$ cat config.mk
export PLATFORM = sky130hd
export DESIGN_NAME = dio_xpdr
export DESIGN_NICKNAME = d
export VERILOG_FILES = /design/src/rtl/dio_xpdr_pkg.sv /design/src/rtl/dio_addr_decode.sv /design/src/rtl/dio_out_stage.sv /design/src/rtl/dio_wdog.sv /design/src/rtl/dio_xpdr.sv
export SDC_FILE = /design/constraint.sdc
export NUM_CORES = 1
export LEC_CHECK = 0
export ABC_AREA = 0
export BUFFER_PORTS_ARGS = -buffer_cell sky130_fd_sc_hd__buf_2
export CAP_MARGIN = 20
export CORE_MARGIN = 2
export CORE_UTILIZATION = 58
export CTS_BUF_LIST = sky130_fd_sc_hd__clkbuf_4
export DETAILED_ROUTE_END_ITERATION = 12
export PLACE_DENSITY_LB_ADDON = 0.15
export SKIP_CTS_REPAIR_TIMING = 1
export SLEW_MARGIN = 20
export SYNTH_ARGS = -nofsm -noshare
export SYNTH_HDL_FRONTEND = slang
export SYNTH_HIERARCHICAL = 1
export SYNTH_SLANG_ARGS = --single-unit
$ cat constraint.sdc
create_clock -name clk -period 2.5 [get_ports clk]
set_input_delay 0.125 -clock clk [delete_from_list [all_inputs] [get_ports clk]]
set_output_delay 0.125 -clock clk [all_outputs]
set_load 0.02 [all_outputs]
$ cat src/rtl/dio_xpdr_pkg.sv
package dio_xpdr_pkg;

    // Which port an address phase selected (address bit 2 of the window)
    typedef enum logic {
        PORT_IN  = 1'b0,
        PORT_OUT = 1'b1
    } port_e;

endpackage

$ cat src/rtl/dio_addr_decode.sv
module dio_addr_decode
    import dio_xpdr_pkg::*;
#(
    parameter int BUS_W  = 8,
    parameter int SEL_W  = 5,
    parameter int LANE_W = 2
) (
    input  logic              clk,
    input  logic              rst_n,
    input  logic              ale,
    input  logic              rd,
    input  logic              wr,
    input  logic [BUS_W-1:0]  ad,
    input  logic [SEL_W-1:0]  sel,
    output logic              hit,
    output port_e             port,
    output logic              rd_blk,
    output logic              wr_blk,
    output logic [LANE_W-1:0] lane
);

    localparam int WIN_LSB = BUS_W - SEL_W;

    typedef struct packed {
        logic              hit;
        port_e             port;
        logic              rd_blk;
        logic              wr_blk;
        logic [LANE_W-1:0] lane;
    } dec_t;

    dec_t dec_d, dec_q;

    always_comb begin
        dec_d = dec_q;
        if (ale) begin
            dec_d.hit    = (ad[BUS_W-1 -: SEL_W] == sel);
            dec_d.port   = port_e'(ad[WIN_LSB-1]);
            dec_d.rd_blk = ad[1];
            dec_d.wr_blk = ad[0];
            dec_d.lane   = '0;
        end else if (dec_q.hit && (rd || wr)) begin
            dec_d.lane = dec_q.lane + 1'b1;
        end
    end

    always_ff @(posedge clk) begin
        if (!rst_n) begin
            dec_q <= '{hit: 1'b0, port: PORT_IN, rd_blk: 1'b1, wr_blk: 1'b1, lane: '0};
        end else begin
            dec_q <= dec_d;
        end
    end

    assign hit    = dec_q.hit;
    assign port   = dec_q.port;
    assign rd_blk = dec_q.rd_blk;
    assign wr_blk = dec_q.wr_blk;
    assign lane   = dec_q.lane;

endmodule

$ cat src/rtl/dio_out_stage.sv
module dio_out_stage #(
    parameter int WORD_W = 32,
    parameter int BUS_W  = 8,
    parameter int LANE_W = 2
) (
    input  logic              clk,
    input  logic              rst_n,
    input  logic              wr_en,
    input  logic [LANE_W-1:0] lane,
    input  logic [BUS_W-1:0]  data,
    output logic [WORD_W-1:0] latch
);

    localparam int                LANES     = WORD_W / BUS_W;
    localparam logic [LANE_W-1:0] LAST_LANE = LANE_W'(LANES - 1);

    typedef struct packed {
        logic [WORD_W-1:0] shadow;
        logic [WORD_W-1:0] latch;
    } out_t;

    out_t out_d, out_q;

    always_comb begin
        out_d = out_q;
        if (wr_en) begin
            out_d.shadow[lane*BUS_W +: BUS_W] = data;
            if (lane == LAST_LANE) begin
                out_d.latch = out_d.shadow;
            end
        end
    end

    always_ff @(posedge clk) begin
        if (!rst_n) begin
            out_q <= '0;
        end else begin
            out_q <= out_d;
        end
    end

    assign latch = out_q.latch;

endmodule

$ cat src/rtl/dio_wdog.sv
module dio_wdog #(
    parameter int TIMEOUT = 37_500_000
) (
    input  logic clk,
    input  logic rst_n,
    input  logic en,
    input  logic kick,
    output logic trip
);

    localparam int               CNT_W = $clog2(TIMEOUT + 1);
    localparam logic [CNT_W-1:0] LAST  = CNT_W'(TIMEOUT - 1);

    typedef struct packed {
        logic [CNT_W-1:0] cnt;
        logic             trip;
    } wd_t;

    wd_t wd_d, wd_q;

    always_comb begin
        wd_d = wd_q;
        if (!en || kick) begin
            wd_d.cnt  = '0;
            wd_d.trip = 1'b0;
        end else if (!wd_q.trip) begin
            if (wd_q.cnt == LAST) begin
                wd_d.cnt  = '0;
                wd_d.trip = 1'b1;
            end else begin
                wd_d.cnt = wd_q.cnt + 1'b1;
            end
        end
    end

    always_ff @(posedge clk) begin
        if (!rst_n) begin
            wd_q <= '0;
        end else begin
            wd_q <= wd_d;
        end
    end

    assign trip = wd_q.trip;

endmodule

$ cat src/rtl/dio_xpdr.sv
module dio_xpdr
    import dio_xpdr_pkg::*;
#(
    parameter int BUS_W   = 8,
    parameter int SEL_W   = 5,
    parameter int WORD_W  = 32,
    parameter int TIMEOUT = 37_500_000
) (
    input  logic              clk,
    input  logic              rst_n,
    input  logic [SEL_W-1:0]  board_sel,
    input  logic              bus_ale,
    input  logic              bus_rd,
    input  logic              bus_wr,
    input  logic [BUS_W-1:0]  bus_ad,
    output logic [BUS_W-1:0]  bus_rd_data,
    input  logic              wdog_en,
    input  logic [WORD_W-1:0] field_in_n,
    output logic [WORD_W-1:0] field_out_n
);

    localparam int LANES  = WORD_W / BUS_W;
    localparam int LANE_W = $clog2(LANES);

    logic              hit;
    port_e             port;
    logic              rd_blk;
    logic              wr_blk;
    logic [LANE_W-1:0] lane;
    logic [WORD_W-1:0] latch;
    logic              trip;
    logic              wr_en;
    logic              kick;

    dio_addr_decode #(
        .BUS_W (BUS_W),
        .SEL_W (SEL_W),
        .LANE_W(LANE_W)
    ) u_dec (
        .clk   (clk),
        .rst_n (rst_n),
        .ale   (bus_ale),
        .rd    (bus_rd),
        .wr    (bus_wr),
        .ad    (bus_ad),
        .sel   (board_sel),
        .hit   (hit),
        .port  (port),
        .rd_blk(rd_blk),
        .wr_blk(wr_blk),
        .lane  (lane)
    );

    assign wr_en = bus_wr && hit && !wr_blk && (port == PORT_OUT);
    assign kick  = hit && (bus_rd || bus_wr);

    dio_out_stage #(
        .WORD_W(WORD_W),
        .BUS_W (BUS_W),
        .LANE_W(LANE_W)
    ) u_out (
        .clk  (clk),
        .rst_n(rst_n),
        .wr_en(wr_en),
        .lane (lane),
        .data (bus_ad),
        .latch(latch)
    );

    dio_wdog #(
        .TIMEOUT(TIMEOUT)
    ) u_wd (
        .clk  (clk),
        .rst_n(rst_n),
        .en   (wdog_en),
        .kick (kick),
        .trip (trip)
    );

    // Input snapshot at the address phase and registered read data
    typedef struct packed {
        logic [WORD_W-1:0] snap;
        logic [BUS_W-1:0]  rdat;
    } rd_t;

    rd_t rd_d, rd_q;

    always_comb begin
        rd_d = rd_q;
        if (bus_ale) begin
            rd_d.snap = ~field_in_n;
        end
        if (bus_rd) begin
            if (hit && !rd_blk) begin
                rd_d.rdat = (port == PORT_IN) ? rd_q.snap[lane*BUS_W +: BUS_W]
                                              : latch[lane*BUS_W +: BUS_W];
            end else begin
                rd_d.rdat = '0;
            end
        end
    end

    always_ff @(posedge clk) begin
        if (!rst_n) begin
            rd_q <= '0;
        end else begin
            rd_q <= rd_d;
        end
    end

    assign bus_rd_data = rd_q.rdat;
    assign field_out_n = ~latch | {WORD_W{trip}};

endmodule

==> results of run 1 <==
[through the flow]
stage          setup WS [ns]  hold WS [ns]  cell area [sq um]  util, %
2_1_floorplan         0.6721        0.1869               6489        -
3_3_place_gp          0.5539        0.3835               6608    60.69
3_5_place_dp          0.4236        0.3909               6608    60.69
4_1_cts               0.4062       -0.2048               6894    63.32
5_1_grt               0.2647       0.02711               7345    67.46
6_report              0.4231       0.05565               7345    67.46
[worst min path at each step]
stage	slack, ns	endpoint	depth (start not counted)	start
floorplan	0.19	u_dec/rd_blk	1	rst_n
global placement	0.38	rd_q[8]	3	field_in_n[0]
CTS	-0.20	rd_q[20]	3	field_in_n[12]
finish	0.06	bus_rd_data[0]	3	bus_rd
global route	0.03	bus_rd_data[7]	3	bus_rd
detailed placement	0.39	rd_q[20]	3	field_in_n[12]
[final cells by class]
| type | instances | area (sq um) |
|---|---|---|
| Clock buffer | 19 | 142.6 |
| Clock inverter | 13 | 143.9 |
| Multi-Input combinational cell | 456 | 3227 |
| Timing Repair Buffer | 153 | 1036 |
| Tap cell | 140 | 175.2 |
| Fill cell | 874 | 3543 |
| Sequential cell | 129 | 2582 |
| Inverter | 10 | 37.54 |
[placed cells by master (no fill, tap or decap), types with 8 or more instances in the layout]
cell and n:
o21ai_0 33, o21ai_1 10, nand2_1 54, clkbuf_4 19
and2_1 11, nand2b_1 41, nor2b_1 13, buf_2 90
dfxtp_1 129, or3_1 8, mux2i_1 19, o211a_1 32
mux4_2 8, inv_1 10, nand4_1 9, buf_4 18
xnor2_1 11, a32oi_1 15, a21oi_1 33, a21boi_1 9
a22oi_1 8, o211ai_1 8, a22o_1 15, a211oi_1 15
dlygate4sd3_1 45, o2bb2ai_1 8, nand3_1 22, nor3_1 8
[worst register-to-register path, stage by stage (launching register included)]
cell and delay (ns):
dfxtp_1 0.41, ha_1 0.20, and4b_1 0.31, nand4_1 0.14, buf_4 0.21, or4_1 0.48
a211oi_1 0.26
[power by group through the flow]
stage                     combinational, W  sequential [W]  clock, W
after floorplan                   0.000168         0.00216         0
after CTS                         0.000247         0.00212   0.00147
after global placement            0.000241         0.00216         0
final                             0.000308         0.00212   0.00144
after detailed placement          0.000246         0.00216         0
after global routing              0.000332         0.00212   0.00157
[metal layers]
metal / part of all wire (%) / up-vias / track usage [%]
met5: 0 / - / 0
met4: 2.9 / 0 / 12.39
met3: 6.2 / 36 / 6.876
met2: 50 / 211 / 44.22
met1: 41 / 2608 / 31.27
li1: - / 2655 / -
[flip-flops by register name, summed over array words and instances (netlist names)]
register	flops
bus_rd_data	8
rd_q	32
u_dec/hit	1
u_dec/lane	2
u_dec/port	1
u_dec/rd_blk	1
u_dec/wr_blk	1
u_out/latch	32
u_out/out_q	24
u_wd/trip	1
u_wd/wd_q	26
[cell families (layout without fill, tap and decap cells)]
| family | Yosys count | count (layout) | share of synthesized area, % |
|---|---|---|---|
| simple gates | 208 | 208 | 18.40 |
| compound gates | 199 | 199 | 22.23 |
| flops | 129 | 129 | 39.80 |
| buf+inv | 113 | 195 | 10.55 |
| mux | 27 | 27 | 5.708 |
| xor+xnor | 16 | 16 | 2.160 |
| fa+ha+maj | 6 | 6 | 1.157 |
==> impl_metrics.tcl, run 1 <==
set metrics [dict create \
    path_buf_inv 1 \
    synth_largest_area_cell "dfxtp_1" \
    synth_area_sq_um 6489 \
    drt-total-wl_um 16300 \
    synth_cell_type_count 60 \
    cts-root-buf "clkbuf_4" \
    seq_power_share_pct 54.8 \
    path_class "register to register" \
    die_x_um 109.8 \
    rsz0062_at_grt "false" \
    leakagePower_nw 2.860 \
    synth_area_leaders "dfxtp_1 40%, o211a_1 4.9%, buf_4 4.6%, nand2b_1 4.0%, nand2_1 3.1%" \
    synth_enable_flop_cells 0 \
    htree_levels 4 \
    dp_cells 843 \
    cts.clk_slew.worst_paths_ns 0.11 \
    initial_utilization_pct 59.60 \
    ys.flop_type "dfxtp_1" \
    required_ns 2.94 \
    grt_pass1_wl_um 24210 \
    drtPass1Iterations 5 \
    layout-drive-gt1-share_pct 19.87 \
    setup_viol 0 \
    syn_nets 755 \
    total_power_w 0.003866 \
    cts_tree "built" \
    start_kind "register" \
    critical-path-max-stage-delay_ns 0.48 \
    min_period_ns 2.077 \
    power_frac_comb_pct 8.0 \
    maxCapViolCount 0 \
    max_clock_freq_mhz 481.5 \
    io_buffers 90 \
    slew_violations 0 \
    timing.rr.start "u_wd/wd_q[1]" \
    yosysSeqAreaShare_pct 39.80 \
    post-dp-hpwl_um 10860 \
    synth_seq_cells 129 \
    yosysMostFrequentCell "dfxtp_1" \
    gr-total-overflow 0 \
    startpoint "u_wd/wd_q[1]" \
    rrSetupSlack_ns 0.42 \
    die-area_sq_um 12050 \
    critPathCaptureType "register" \
    grt_start_max_net_pins 41 \
    r2r_end "u_wd/wd_q[21]" \
    synthCells 698 \
    clkPwrFrac_pct 37.2 \
    power.density_nw_per_um2 526.3 \
    p_switching_w 0.0009200 \
    fin_skew_ns 0.01523 \
    arrival_ns 2.52 \
    finalSetupTns_ns 0 \
    num_io_pins 91 \
    ys_warn_count 6 \
    crit_path_top_delay_cell "or4_1" \
    crit_path_end "u_wd/wd_q[21]" \
    synth_common_cells "129 x dfxtp_1, 54 x nand2_1, 41 x nand2b_1, 40 x buf_4" \
    cts.sinks 129 \
    grt_pass1_vias 4877 \
    cp_top_family "simple AND/OR/NAND/NOR gates" \
    drc 0 \
    clk_latency_ns 0.53 \
    drtIter0Drc 488 \
    cp_num_cells 6 \
    avgSynthCellArea_sq_um 9.296 \
    final-hold-violation-count 0 \
    rr_worst_depth 6 \
    globalplace.congestion 0.8992 \
    post_drt_wl_per_cell_um 17.71 \
    final_cells 920 \
    rows 38 \
    p_int_w 0.002946 \
    layout.nets 824 \
    antenna_cells 0 \
    relSlewSlack_pct 58.06 \
    grt_usage_pct 26.30 \
    die_y_um 109.8 \
    max-vdd-ir-drop_v 0.0003839 \
    worstPathMaxFanout 15 \
    areaGrowthSynthToFinish_pct 13.19 \
    cp_cell_sequence "ha_1 > and4b_1 > nand4_1 > buf_4 > or4_1 > a211oi_1" \
    worst_pin_slew_ns 0.6278 \
    timing.final.crit_share_pct 83.08 \
    antenna_found_initial 0 \
    vias 5510 \
    hold_class "input port to register" \
    core_sq_um 10890 \
    avgViaCountPerCell 5.989 \
    p_sw_share_pct 23.80 \
    drtAntennaViolNets 0 \
    max-clock-path-buffers 2 \
    numCtsBuffers 17 \
    synth_top_area_share_pct 39.80 \
    status "finished clean" \
    synthArstFlopShare_pct 0 \
]
Note: power is estimated with default switching activity, not from simulation.
==> run 2: changes to the inputs <==
==> constraint.sdc (replaced) <==
create_clock -name clk -period 2 [get_ports clk]
set_input_delay 0.1 -clock clk [delete_from_list [all_inputs] [get_ports clk]]
set_output_delay 0.1 -clock clk [all_outputs]
set_load 0.02 [all_outputs]
==> impl_metrics.tcl, run 2 (synthesis gave the netlist of run 1 again) <==
set metrics [dict create \
    status "finished clean" \
    critical-path-max-stage-delay_ns 0.62 \
    cts-root-buf "clkbuf_4" \
    die_x_um 109.8 \
    use_met3_pct 6.224 \
    num_io_pins 91 \
    max-clock-path-buffers 2 \
    layout-drive-gt1-share_pct 22.78 \
    post-dp-hpwl_um 11130 \
    areaGrowthSynthToFinish_pct 15.85 \
    grt_start_max_net_pins 71 \
    rows 38 \
    drc 0 \
    fin_skew_ns 0.01267 \
    core_sq_um 10890 \
    worstPathMaxFanout 8 \
    drt-total-wl_um 16910 \
    maxCapViolCount 0 \
    power.density_nw_per_um2 669.2 \
    die_y_um 109.8 \
    cts_tree "built" \
    max_clock_freq_mhz 508.2 \
    avgViaCountPerCell 6.008 \
    crit_path_top_delay_cell "or4_4" \
    antenna_found_initial 0 \
    layout.nets 834 \
    max-vdd-ir-drop_v 0.0007642 \
    io_buffers 90 \
    final_common_cell "dfxtp_1" \
    grt_pass1_vias 4960 \
    critPathCaptureType "register" \
    gr-total-overflow 0 \
    final-hold-violation-count 0 \
    met2_usage_pct 44.44 \
    cp_top_family "simple AND/OR/NAND/NOR gates" \
    antenna_cells 0 \
    slew_violations 0 \
    final_cells 930 \
    rsz0062_at_grt "true" \
    path_buf_inv 1 \
    post_drt_wl_per_cell_um 18.18 \
    drtIter0Drc 568 \
    arrival_ns 2.42 \
    required_ns 2.45 \
    relSlewSlack_pct 62.60 \
    worst_pin_slew_ns 0.5598 \
    gr-usage-met1_pct 32.15 \
    vias 5587 \
    numCtsBuffers 17 \
    dp_cells 850 \
    globalplace.congestion 0.8599 \
    min_period_ns 1.968 \
    htree_levels 4 \
    cp_cell_sequence "nand4_2 > or4_4 > buf_4 > or3_1 > a211oi_2" \
    whs_ns 0.1221 \
    drtAntennaViolNets 0 \
    final_cell_mix "122 x dfxtp_1, 90 x buf_2, 54 x nand2_1, 46 x dlygate4sd3_1, 41 x nand2b_1" \
    initial_utilization_pct 59.60 \
    path_class "register to register" \
    grt_pass1_wl_um 24650 \
    leakagePower_nw 2.929 \
    setup_viol 0 \
    cts.sinks 129 \
    clk_latency_ns 0.53 \
    die-area_sq_um 12050 \
    cts.clk_slew.worst_paths_ns 0.11 \
    gr-max-usage-layer "met2" \
    drtPass1Iterations 5 \
    timing.final.crit_share_pct 98.39 \
    hold_class "input port to register" \
    start_kind "register" \
    grt_usage_pct 26.92 \
]
[run 2: cell count changes in the layout (fill, tap and decap cells not counted), sizes merged]
cell,change
bufinv,+1
clkbuf,-1
buf,+8
dlygate4sd3,+1
inv,+1
clkinvlp,+2
clkinv,-3
or4,+1
[run 2: power breakdown]
| part | internal [W] | switching (W) | leakage [nW] |
|---|---|---|---|
| logic | 0.000197 | 0.000194 | 1.72 |
| registers | 0.00262 | 0.0000291 | 1.05 |
| clock network | 0.00100 | 0.000993 | 0.158 |
| total | 0.00382 | 0.00122 | 2.93 |
[run 2: final cells by class]
type / count / area (sq um)
inverters: 10 / 37.54
repair buffers: 162 / 1119
well taps: 140 / 175.2
clock inverters: 14 / 188.9
clock buffers: 18 / 135.1
fillers: 835 / 3371
flip-flops and latches: 129 / 2594
multi-input cells: 457 / 3268
[run 2: worst register-to-register path, cell delays in order, from the launching register on]
cell and delay [ns]:
dfxtp_2 0.39, nand4_2 0.16, or4_4 0.62, buf_4 0.16
or3_1 0.32, a211oi_2 0.23
[run 2: routing by layer]
layer	part of all wire [%]	wire length, um	up-vias
met5	0	0	-
met4	3.6	605	0
met3	6.0	1008	41
met2	50	8416	220
met1	41	6874	2657
li1	-	-	2669
[run 2: metrics by stage]
stage	setup slack [ns]	TNS (ns)	util [%]	cell area [sq um]	power, W
after CTS	-0.009073	-0.009073	64.26	6997	0.004981
after global placement	0.1013	0	61.28	6673	0.003009
after floorplan	0.1721	0	-	6489	0.002907
final	0.03220	0	69.04	7517	0.005031
after detailed placement	0.02605	0	61.28	6673	0.003019
after global routing	-0.03826	-0.09526	69.04	7517	0.005216
[run 2: path summary, 6_finish.rpt]
path,slack (ns),end,startpoint,cells after the start
worst max-delay path,0.03,u_wd/wd_q[24],u_wd/wd_q[9],5
worst min-delay path,0.12,rd_q[28],bus_ale,4
worst max register to register,0.03,u_wd/wd_q[24],u_wd/wd_q[9],5
worst min register to register,0.47,u_out/out_q[50],u_out/out_q[50],2
==> run 3: changes to the inputs <==
==> constraint.sdc (replaced) <==
create_clock -name clk -period 2.15 [get_ports clk]
set_input_delay 0.1075 -clock clk [delete_from_list [all_inputs] [get_ports clk]]
set_output_delay 0.1075 -clock clk [all_outputs]
set_load 0.02 [all_outputs]
==> impl_metrics.tcl, run 3 (synthesis gave the netlist of run 1 again) <==
set metrics [dict create \
    status "finished clean" \
    multiInputGateArea_sq_um 3227 \
    arrival_ns 2.45 \
    timing.rr.start "u_wd/wd_q[9]" \
    grt_start_max_net_pins 37 \
    post-dp-hpwl_um 11020 \
    numCtsBuffers 17 \
    post_drt_wl_per_cell_um 17.82 \
    critPathCaptureType "register" \
    drt-total-wl_um 16500 \
    gr-usage-met1_pct 32.11 \
    p_int_w 0.003296 \
    met2_usage_pct 44.18 \
    cts-root-buf "clkbuf_4" \
    areaGrowthSynthToFinish_pct 13.96 \
    cts_tree "built" \
    timing.final.crit_share_pct 92.85 \
    cts.clk_slew.worst_paths_ns 0.12 \
    worst_pin_slew_ns 0.5938 \
    final_cell_mix "126 x dfxtp_1, 90 x buf_2, 54 x nand2_1, 46 x dlygate4sd3_1, 41 x nand2b_1" \
    drtIter0Drc 507 \
    gr-total-overflow 0 \
    drc 0 \
    crit_path_end "u_wd/wd_q[18]" \
    grt_pass1_vias 4863 \
    grt_pass1_wl_um 24380 \
    p_switching_w 0.001138 \
    core_sq_um 10890 \
    crit_path_top_delay_cell "or4_4" \
    min_period_ns 1.996 \
    layout.nets 830 \
    gr-max-usage-layer "met2" \
    clk_latency_ns 0.54 \
    cp_top_family "simple AND/OR/NAND/NOR gates" \
    setup_viol 0 \
    n_fill_cell 837 \
    rsz0062_at_grt "false" \
    antenna_cells 0 \
    final-hold-violation-count 0 \
    num_io_pins 91 \
    cp_num_cells 4 \
    leakagePower_nw 2.886 \
    globalplace.congestion 0.8694 \
    max-vdd-ir-drop_v 0.0006285 \
    htree_levels 4 \
    cts.sinks 129 \
    r2r_end "u_wd/wd_q[18]" \
    path_buf_inv 0 \
    initial_utilization_pct 59.60 \
    die_x_um 109.8 \
    grt_usage_pct 26.65 \
    use_met3_pct 6.520 \
    p_sw_share_pct 25.66 \
    final_common_cell "dfxtp_1" \
    drtPass1Iterations 5 \
    power_frac_comb_pct 8.2 \
    rrSetupSlack_ns 0.15 \
    dp_cells 848 \
    seq_area_sq_um 2586 \
    slew_violations 0 \
    vias 5558 \
    antenna_found_initial 0 \
    avgViaCountPerCell 6.002 \
    die_y_um 109.8 \
    final_cells 926 \
    seq_power_share_pct 55.6 \
    io_buffers 90 \
    die-area_sq_um 12050 \
    layout-drive-gt1-share_pct 21.12 \
    fin_skew_ns 0.01510 \
    worstPathMaxFanout 16 \
    power.density_nw_per_um2 599.6 \
    startpoint "u_wd/wd_q[9]" \
    clkPwrFrac_pct 36.2 \
    rr_worst_depth 4 \
    hold_class "input port to register" \
    rows 38 \
    relSlewSlack_pct 60.33 \
    start_kind "register" \
    cp_cell_sequence "nand4_2 > or4_4 > or4_1 > a211oi_1" \
    max-clock-path-buffers 2 \
    path_class "register to register" \
    finalSetupTns_ns 0 \
    critical-path-max-stage-delay_ns 0.63 \
    max_clock_freq_mhz 500.9 \
    drtAntennaViolNets 0 \
    required_ns 2.60 \
    maxCapViolCount 0 \
]
run 3: layer usage:
metal	up-vias	part of all wire [%]
li1	2669	-
met1	2608	41
met2	233	49
met3	48	6.5
met4	0	3.6
met5	-	0
run 3: worst min path at each step:
stage,from,cells past startpoint,end
6_report,bus_ale,3,u_dec/rd_blk
5_1_grt,wdog_en,4,u_wd/wd_q[5]
4_1_cts,field_in_n[0],3,rd_q[8]
3_5_place_dp,field_in_n[23],3,rd_q[31]
3_3_place_gp,field_in_n[27],3,rd_q[35]
2_1_floorplan,rst_n,1,u_dec/rd_blk
run 3: per-stage QoR:
stage / util [%] / cell area, sq um / worst slack [ns] / hold WS, ns / power (W)
after global routing: 67.92 / 7395 / 0.001590 / 0.08397 / 0.004597
after CTS: 63.65 / 6930 / 0.1216 / -0.2427 / 0.004394
after floorplan: - / 6489 / 0.3221 / 0.1694 / 0.002704
final: 67.92 / 7395 / 0.1538 / 0.1024 / 0.004434
after detailed placement: 61.15 / 6658 / 0.1354 / 0.3699 / 0.002809
after global placement: 61.15 / 6658 / 0.2267 / 0.3670 / 0.002801
run 3: layout make-up:
type | instances | share of cell area, %
inverter | 10 | 0.5076
sequential | 129 | 34.97
multi-input combinational | 456 | 43.64
tap | 140 | 2.369
clock buffer | 17 | 1.726
timing repair buffer | 159 | 14.82
clock inverter | 15 | 1.963
run 3: power groups by stage:
| stage | combinational, W | sequential, W | clock, W |
|---|---|---|---|
| global route | 0.000392 | 0.00247 | 0.00174 |
| CTS | 0.000294 | 0.00246 | 0.00164 |
| floorplan | 0.000196 | 0.00251 | 0 |
| global placement | 0.000288 | 0.00251 | 0 |
| finish | 0.000365 | 0.00246 | 0.00160 |
| detailed placement | 0.000293 | 0.00252 | 0 |
run 3: worst reg2reg max path, cell delays in order (launching register included):
cell,delay (ns)
dfxtp_1,0.43
nand4_2,0.14
or4_4,0.63
or4_1,0.49
a211oi_1,0.24
